--- src/rtl/irq_seq_pkg.sv ---
package irq_seq_pkg;
  typedef enum logic [2:0] {
    ST_IDLE,
    ST_PSH_HI,
    ST_PSH_LO,
    ST_PSH_ST,
    ST_VEC_LO,
    ST_VEC_HI
  } seq_state_e;

  typedef enum logic [1:0] {
    SRC_RST,
    SRC_NMI,
    SRC_IRQ,
    SRC_BRK
  } src_e;
endpackage

--- src/rtl/irq_seq_pending.sv ---
module irq_seq_pending
  import irq_seq_pkg::*;
(
  input  logic clk,
  input  logic rst_n,
  input  logic rst_req,
  input  logic nmi_n,
  input  logic done,
  input  src_e done_src,
  output logic rst_pend,
  output logic nmi_pend
);
  logic rst_d, nmi_d;
  logic rst_pend_nxt, nmi_pend_nxt;
  logic rst_rise, nmi_fall;

  assign rst_rise = rst_req & ~rst_d;
  assign nmi_fall = nmi_d & ~nmi_n;

  always_comb begin
    rst_pend_nxt = rst_rise | (rst_pend & ~(done && done_src == SRC_RST));
    nmi_pend_nxt = nmi_fall | (nmi_pend & ~(done && done_src == SRC_NMI));
  end

  always_ff @(posedge clk or negedge rst_n) begin
    if (!rst_n) begin
      rst_d    <= 1'b0;
      nmi_d    <= 1'b1;
      rst_pend <= 1'b1;
      nmi_pend <= 1'b0;
    end else begin
      rst_d    <= rst_req;
      nmi_d    <= nmi_n;
      rst_pend <= rst_pend_nxt;
      nmi_pend <= nmi_pend_nxt;
    end
  end
endmodule

--- src/rtl/irq_seq_arb.sv ---
module irq_seq_arb
  import irq_seq_pkg::*;
(
  input  logic rst_pend,
  input  logic nmi_pend,
  input  logic irq_req,
  input  logic brk_req,
  input  logic i_mask,
  output logic req_any,
  output src_e req_src
);
  logic irq_ok;
  assign irq_ok  = irq_req & ~i_mask;
  assign req_any = rst_pend | nmi_pend | irq_ok | brk_req;

  always_comb begin
    if (rst_pend)      req_src = SRC_RST;
    else if (nmi_pend) req_src = SRC_NMI;
    else if (irq_ok)   req_src = SRC_IRQ;
    else               req_src = SRC_BRK;
  end
endmodule

--- src/rtl/irq_entry_seq.sv ---
module irq_entry_seq
  import irq_seq_pkg::*;
#(
  parameter int unsigned DATA_W     = 8,
  parameter int unsigned STACK_PAGE = 'h01,
  parameter int unsigned I_BIT      = 2,
  parameter int unsigned B_BIT      = 4,
  parameter int unsigned VEC_NMI    = 'hFFFA,
  parameter int unsigned VEC_RST    = 'hFFFC,
  parameter int unsigned VEC_IRQ    = 'hFFFE,
  localparam int unsigned ADDR_W    = 2 * DATA_W
) (
  input  logic              clk,
  input  logic              rst_n,
  input  logic              boundary,
  input  logic              rst_req,
  input  logic              nmi_n,
  input  logic              irq_req,
  input  logic              brk_req,
  input  logic [ADDR_W-1:0] pc_in,
  input  logic [DATA_W-1:0] sp_in,
  input  logic [DATA_W-1:0] p_in,
  output logic [ADDR_W-1:0] mem_addr,
  output logic              mem_we,
  output logic [DATA_W-1:0] mem_wdata,
  input  logic [DATA_W-1:0] mem_rdata,
  output logic              sp_we,
  output logic [DATA_W-1:0] sp_out,
  output logic              i_set,
  output logic              pc_we,
  output logic [ADDR_W-1:0] pc_out,
  output logic              busy
);
  localparam logic [DATA_W-1:0] PAGE = DATA_W'(STACK_PAGE);
  localparam logic [ADDR_W-1:0] V_NMI = ADDR_W'(VEC_NMI);
  localparam logic [ADDR_W-1:0] V_RST = ADDR_W'(VEC_RST);
  localparam logic [ADDR_W-1:0] V_IRQ = ADDR_W'(VEC_IRQ);

  seq_state_e        st_q, st_nxt;
  src_e              src_q, src_nxt, arb_src;
  logic [ADDR_W-1:0] ret_q, ret_nxt;
  logic [DATA_W-1:0] sp_q, sp_nxt, psr_q, psr_nxt, lo_q, lo_nxt, psr_push;
  logic [ADDR_W-1:0] vec_base;
  logic              rst_pend, nmi_pend, arb_any, start, seq_en, pushing;

  irq_seq_pending u_pend (
    .clk      (clk),
    .rst_n    (rst_n),
    .rst_req  (rst_req),
    .nmi_n    (nmi_n),
    .done     (pc_we),
    .done_src (src_q),
    .rst_pend (rst_pend),
    .nmi_pend (nmi_pend)
  );

  irq_seq_arb u_arb (
    .rst_pend (rst_pend),
    .nmi_pend (nmi_pend),
    .irq_req  (irq_req),
    .brk_req  (brk_req),
    .i_mask   (p_in[I_BIT]),
    .req_any  (arb_any),
    .req_src  (arb_src)
  );

  assign start  = (st_q == ST_IDLE) & boundary & arb_any;
  assign seq_en = (st_q != ST_IDLE) | start;

  // next-state process
  always_comb begin
    st_nxt  = st_q;
    src_nxt = src_q;
    ret_nxt = ret_q;
    sp_nxt  = sp_q;
    psr_nxt = psr_q;
    lo_nxt  = lo_q;
    unique case (st_q)
      ST_IDLE: begin
        if (start) begin
          src_nxt = arb_src;
          ret_nxt = pc_in;
          sp_nxt  = sp_in;
          psr_nxt = p_in;
          st_nxt  = (arb_src == SRC_RST) ? ST_VEC_LO : ST_PSH_HI;
        end
      end
      ST_PSH_HI: begin
        sp_nxt = sp_q - 1'b1;
        st_nxt = ST_PSH_LO;
      end
      ST_PSH_LO: begin
        sp_nxt = sp_q - 1'b1;
        st_nxt = ST_PSH_ST;
      end
      ST_PSH_ST: begin
        sp_nxt = sp_q - 1'b1;
        st_nxt = ST_VEC_LO;
      end
      ST_VEC_LO: begin
        lo_nxt = mem_rdata;
        st_nxt = ST_VEC_HI;
      end
      ST_VEC_HI: st_nxt = ST_IDLE;
      default:   st_nxt = ST_IDLE;
    endcase
  end

  // register process
  always_ff @(posedge clk or negedge rst_n) begin
    if (!rst_n) begin
      st_q  <= ST_IDLE;
      src_q <= SRC_RST;
      ret_q <= '0;
      sp_q  <= '0;
      psr_q <= '0;
      lo_q  <= '0;
    end else if (seq_en) begin
      st_q  <= st_nxt;
      src_q <= src_nxt;
      ret_q <= ret_nxt;
      sp_q  <= sp_nxt;
      psr_q <= psr_nxt;
      lo_q  <= lo_nxt;
    end
  end

  // outputs
  always_comb begin
    unique case (src_q)
      SRC_RST: vec_base = V_RST;
      SRC_NMI: vec_base = V_NMI;
      default: vec_base = V_IRQ;
    endcase
  end

  always_comb begin
    psr_push        = psr_q;
    psr_push[B_BIT] = (src_q == SRC_BRK);
  end

  assign pushing = (st_q == ST_PSH_HI) | (st_q == ST_PSH_LO) | (st_q == ST_PSH_ST);

  always_comb begin
    unique case (st_q)
      ST_PSH_HI: mem_wdata = ret_q[ADDR_W-1:DATA_W];
      ST_PSH_LO: mem_wdata = ret_q[DATA_W-1:0];
      ST_PSH_ST: mem_wdata = psr_push;
      default:   mem_wdata = '0;
    endcase
  end

  assign mem_addr = pushing ? {PAGE, sp_q}
                            : (vec_base | ADDR_W'(st_q == ST_VEC_HI));
  assign mem_we   = pushing;
  assign sp_we    = pushing;
  assign sp_out   = sp_q - 1'b1;
  assign i_set    = (st_q == ST_PSH_ST) | ((st_q == ST_VEC_LO) & (src_q == SRC_RST));
  assign pc_we    = (st_q == ST_VEC_HI);
  assign pc_out   = {mem_rdata, lo_q};
  assign busy     = (st_q != ST_IDLE);
endmodule

--- config.mk ---
export PLATFORM = sky130hd
export DESIGN_NAME = irq_entry_seq
export DESIGN_NICKNAME = d
export VERILOG_FILES = /design/src/rtl/irq_seq_pkg.sv /design/src/rtl/irq_seq_pending.sv /design/src/rtl/irq_seq_arb.sv /design/src/rtl/irq_entry_seq.sv
export SDC_FILE = /design/constraint.sdc
export NUM_CORES = 1
export LEC_CHECK = 0
export ABC_AREA = 1
export BUFFER_PORTS_ARGS = -buffer_cell sky130_fd_sc_hd__buf_4
export CORE_ASPECT_RATIO = 0.9
export CORE_MARGIN = 2
export CORE_UTILIZATION = 44
export CTS_CLUSTER_SIZE = 12
export DETAILED_ROUTE_END_ITERATION = 7
export GPL_TIMING_DRIVEN = 0
export PLACE_DENSITY = 0.73
export RECOVER_POWER = 25
export SLEW_MARGIN = 15
export SYNTH_ARGS = -nofsm -noshare
export SYNTH_HDL_FRONTEND = slang
export SYNTH_SLANG_ARGS = --single-unit
--- constraint.sdc ---
create_clock -name clk -period 3.5 [get_ports clk]
set_input_delay 0.175 -clock clk [delete_from_list [all_inputs] [get_ports clk]]
set_output_delay 0.175 -clock clk [all_outputs]
set_load 0.03 [all_outputs]
==> results.txt <==
----------------------------------------------------
[STA]
  Clock Skews ... 0.008704 ns
  Achievable frequency ... 446.5 MHz
  Number of setup violations in the final report ... 0
  Aggregate negative setup slack ... 0 ns
  Final Max Slew Viols ... 0
  Hold slack final ... 0.06159 ns
  Worst slew pin tran ... 0.6765 ns
  Post-layout min period ... 2.239 ns
  RSZ-0062 raised after global routing ... false
  Hold Fails Final Rpt ... 0
  Headroom to the max-slew limit ... 54.90%
  Period utilisation layout ... a little under two thirds

[Critical path]
  Maximum fanout along the worst path ... 16
  Setup slack on the worst flop-to-flop path ... 1.81 ns
  Path type of the worst setup path ... register to primary output
  CP most frequent cell ... sky130_fd_sc_hd__nor2_4
  Buf/Inv on CP ... 3
  Endpoint kind of the worst setup timing path ... primary output
  CP max stage delay ... 0.54 ns
  Crit path max-delay family ... buffers and inverters
  Data arrival time of the worst path ... 2.06 ns
  Endpoint required time on the critical path ... 3.32 ns
  Worst Setup Start Kind ... register
  Ordered list of cells on the worst path ... nor2_4 -> nor2_4 -> inv_2 -> clkbuf_1 -> nand2_1 -> o21ai_0 -> buf_4
  Slowest CP cell ... sky130_fd_sc_hd__clkbuf_1

[Logic synthesis]
  Cell with the most instances after synthesis ... sky130_fd_sc_hd__nand2_1
  Post-Syn Area per Cell ... 7.982 um^2
  Post-synthesis compound-gate area fraction ... 4.275%
  Ranking of synthesized cells by area ... sky130_fd_sc_hd__dfrtp_1 (47%), sky130_fd_sc_hd__nand2_1 (20%), sky130_fd_sc_hd__buf_4 (6.1%)
  Synthesized cell area ... 2459 um^2
  Post-synthesis net count ... 356
  Portion of synthesized cell area occupied by the leading cell type ... 46.82%
  FF+latch count, synth ... 48
  Async set-or-reset flop fraction in the synthesized netlist ... 100.0%
  Share of the synthesized netlist area taken by xor and xnor gates ... around 1.1%
  Post-synthesis simple-gate area fraction ... 30.48%
  Post-synthesis cell type count ... 25
  Multiplexer share of the synthesized area ... 3.664%
  Count of flip-flops with a built-in enable after synthesis ... 0
  Adder and majority cell fraction of the synthesized area ... less than 1%
  Post-synthesis cell type with the largest combined area ... sky130_fd_sc_hd__dfrtp_1
  Part of the Yosys area used for sequential elements ... 48.96%
  Combinational family with the most area after synthesis ... simple AND/OR/NAND/NOR gates
  Number of warnings printed during yosys synthesis ... 0
  Most common flop cell mapped by yosys ... sky130_fd_sc_hd__dfrtp_1
  Top cells by instance count after synthesis ... sky130_fd_sc_hd__nand2_1 (131), sky130_fd_sc_hd__dfrtp_1 (46), sky130_fd_sc_hd__nand3_1 (26), sky130_fd_sc_hd__inv_1 (21), sky130_fd_sc_hd__buf_4 (20)
  Synthesized instance count ... 308

[Layout]
  Share of layout cells above drive strength 1 ... around a third
  Number of diodes added for antenna fixing ... 0
  Net count of the finished layout ... 463
  Area delta synth->final ... 37.96%

[Pwr]
  Net switching power ... 1.639 mW
  Share of total power in sequential cells ... 27.7%
  Worst vdd rail ir drop ... 498.4 uV
  Relative contribution of the clock network to total power ... 12.0%
  Pwr Total ... 3.461 mW
  Lkg Pwr ... ~1.8 nW
  Switching share of total power ... 47.35%
  Part of the total power dissipated in combinational logic ... 60.3%
  Power per standard cell area ... 1020 nW/um^2
  Internal power ... 1.822 mW

[Routing]
  Vias ... approximately 2,300
  Detailed-route DRC error count ... 0
  Routed Antenna Nets ... 0
  First drt pass iteration count ... 4
  Routed wirelength normalized by instance count ... 12.05 um
  Per-cell via count in the routed design ... around 4.7
  Routed WL ... around 5.8 mm
  Iteration-0 DRC count of the detailed router ... 146

[Global routing]
  Global route overflow ... 0
  Global-route wire length before repair ... 9.232 mm
  Number of global-route vias before repair ... roughly 2,100
  Largest net degree at the start of global routing ... 49
  Global router's overall resource usage ... 19.56%
  Number of antenna violations at the first check in global routing ... 0

[Clock tree]
  CTS Sinks ... 48
  Root buffer cell ... sky130_fd_sc_hd__clkbuf_8
  Clock slew seen by the registers of the worst setup and hold paths ... roughly 0.090 ns
  TritonCTS clock tree ... built
  CTS H-Tree Depth ... 2
  Setup Buffers After CTS ... 0
  Maximum buffer depth of the clock tree ... 2
  Number of buffers created by CTS ... 5
  Insertion delay of the later-clocked pin in the worst-skew pair ... 0.30 ns

[Hold path]
  Hold crit path type ... input port to register

[Floorplanning]
  # rows ... 25
  Top-level port count ... 100
  Initial standard-cell utilization of the core ... 46.24%
  Chip Width ... 82.80 um
  Core area ... between 5000 and 6000 um^2
  Total die area ... 6203 um^2
  Vertical die dimension ... 74.92 um

[Place]
  Port Buffer Count ... 97
  Final estimated routing congestion in global placement ... between 0.8 and 0.9
  Post-detail-place hpwl ... 4.418 mm

[Status]
  Result of the run ... completed

[Flow run]
  Number of max-cap violations ... 0

----------------------------------------------------
## flip-flops by register name, summed over array words and instances (netlist names)
signal           flops
sp_q                 8
lo_q                 8
st_q                 3
u_pend.nmi_pend      1
u_pend.rst_pend      1
u_pend.rst_d         1
ret_q               16
src_q                2
u_pend.nmi_d         1
psr_q                7
## path summary, 6_finish.rpt
| path | startpoint | to | cells after the start |
|---|---|---|---|
| worst max-delay path | st_q[1] | mem_addr[2] | 7 |
| worst min-delay path | pc_in[5] | ret_q[5] | 3 |
| worst max register to register | st_q[1] | sp_q[1] | 6 |
| worst min register to register | u_pend.rst_d | u_pend.rst_pend | 1 |
| max in group asynchronous | rst_n | lo_q[4] | 2 |
| min in group asynchronous | rst_n | sp_q[4] | 2 |
## logic make-up after synthesis
group           after synthesis
simple gates                178
buf+inv                      49
flops                        48
compound gates               20
mux                           8
xor+xnor                      3
fa+ha+maj                     1
other cells                   1
## per-stage QoR
stage / utilization, % / area [um^2] / setup WS (ns) / std cells
CTS: 64.35 / 3422 / 1.251 / 483
global placement: 61.51 / 3271 / 1.635 / 472
finish: 63.79 / 3392 / 1.261 / 483
floorplan: - / 2459 / 1.446 / 308
global route: 63.79 / 3392 / 1.068 / 483
detailed placement: 61.51 / 3271 / 1.587 / 472
## area by class of cell
type,count,area (um^2)
Buffer,24,173.9
Clock buffer,6,82.58
Clock inverter,2,38.79
Fill cell,503,1926
Inverter,25,93.84
Multi-Input combinational cell,211,987.2
Sequential cell,48,1204
Tap cell,67,83.83
Timing Repair Buffer,100,728.2
## layer usage
layer  part of all wire [%]  up-vias  global-route usage [%]
li1                       -     1157                       -
met1                     45     1047                   25.33
met2                     49       68                   33.24
met3                    5.6        5                   3.957
met4                    1.0        0                   6.193
met5                      0        -                       0
## repair_timing
| item | CTS | global route |
|---|---|---|
| setup endpoints to repair | 0 | 0 |
| resized for setup | 0 | 0 |
| hold buffers | 3 | 0 |
| endpoints found under the hold margin | 48 | 0 |
## cell usage in the layout, fill, tap and decap left out
cell type / n
sky130_fd_sc_hd__nor2_1: 9
sky130_fd_sc_hd__buf_2: 1
sky130_fd_sc_hd__a21oi_1: 2
sky130_fd_sc_hd__conb_1: 1
sky130_fd_sc_hd__o21ai_0: 16
sky130_fd_sc_hd__nand3_1: 26
sky130_fd_sc_hd__dlygate4sd3_1: 3
sky130_fd_sc_hd__buf_4: 107
sky130_fd_sc_hd__nand2_1: 131
sky130_fd_sc_hd__nor2_4: 2
sky130_fd_sc_hd__o21bai_1: 2
sky130_fd_sc_hd__ha_1: 1
sky130_fd_sc_hd__inv_2: 3
sky130_fd_sc_hd__clkbuf_4: 2
sky130_fd_sc_hd__bufinv_16: 1
sky130_fd_sc_hd__clkinv_1: 1
sky130_fd_sc_hd__dfrtp_1: 46
sky130_fd_sc_hd__buf_6: 1
sky130_fd_sc_hd__or2_2: 4
sky130_fd_sc_hd__xor2_1: 3
sky130_fd_sc_hd__mux2_2: 8
sky130_fd_sc_hd__nand2_2: 1
sky130_fd_sc_hd__clkbuf_1: 10
sky130_fd_sc_hd__nand3b_1: 1
sky130_fd_sc_hd__nor3_2: 2
sky130_fd_sc_hd__clkinv_4: 1
sky130_fd_sc_hd__dfstp_2: 2
sky130_fd_sc_hd__clkbuf_8: 6
sky130_fd_sc_hd__nand4_1: 2
sky130_fd_sc_hd__inv_1: 21
## power groups by stage
stage / logic [mW] / clock network [mW] / registers, mW
finish: 2.09 / 0.417 / 0.957
global route: 2.27 / 0.446 / 0.993
CTS: 2.11 / 0.424 / 0.956
detailed placement: 2.11 / 0 / 0.962
global placement: 2.07 / 0 / 0.958
floorplan: 1.33 / 0 / 1.03
## worst reg2reg max path, cell delays in order (launching register included)
cell and delay [ns]:
sky130_fd_sc_hd__dfrtp_1 0.45, sky130_fd_sc_hd__nor2_4 0.19, sky130_fd_sc_hd__nor2_4 0.08, sky130_fd_sc_hd__inv_2 0.12, sky130_fd_sc_hd__clkbuf_1 0.54, sky130_fd_sc_hd__nand3_1 0.16, sky130_fd_sc_hd__nand3_1 0.10
No activity file was read; power rests on OpenSTA's default activity.
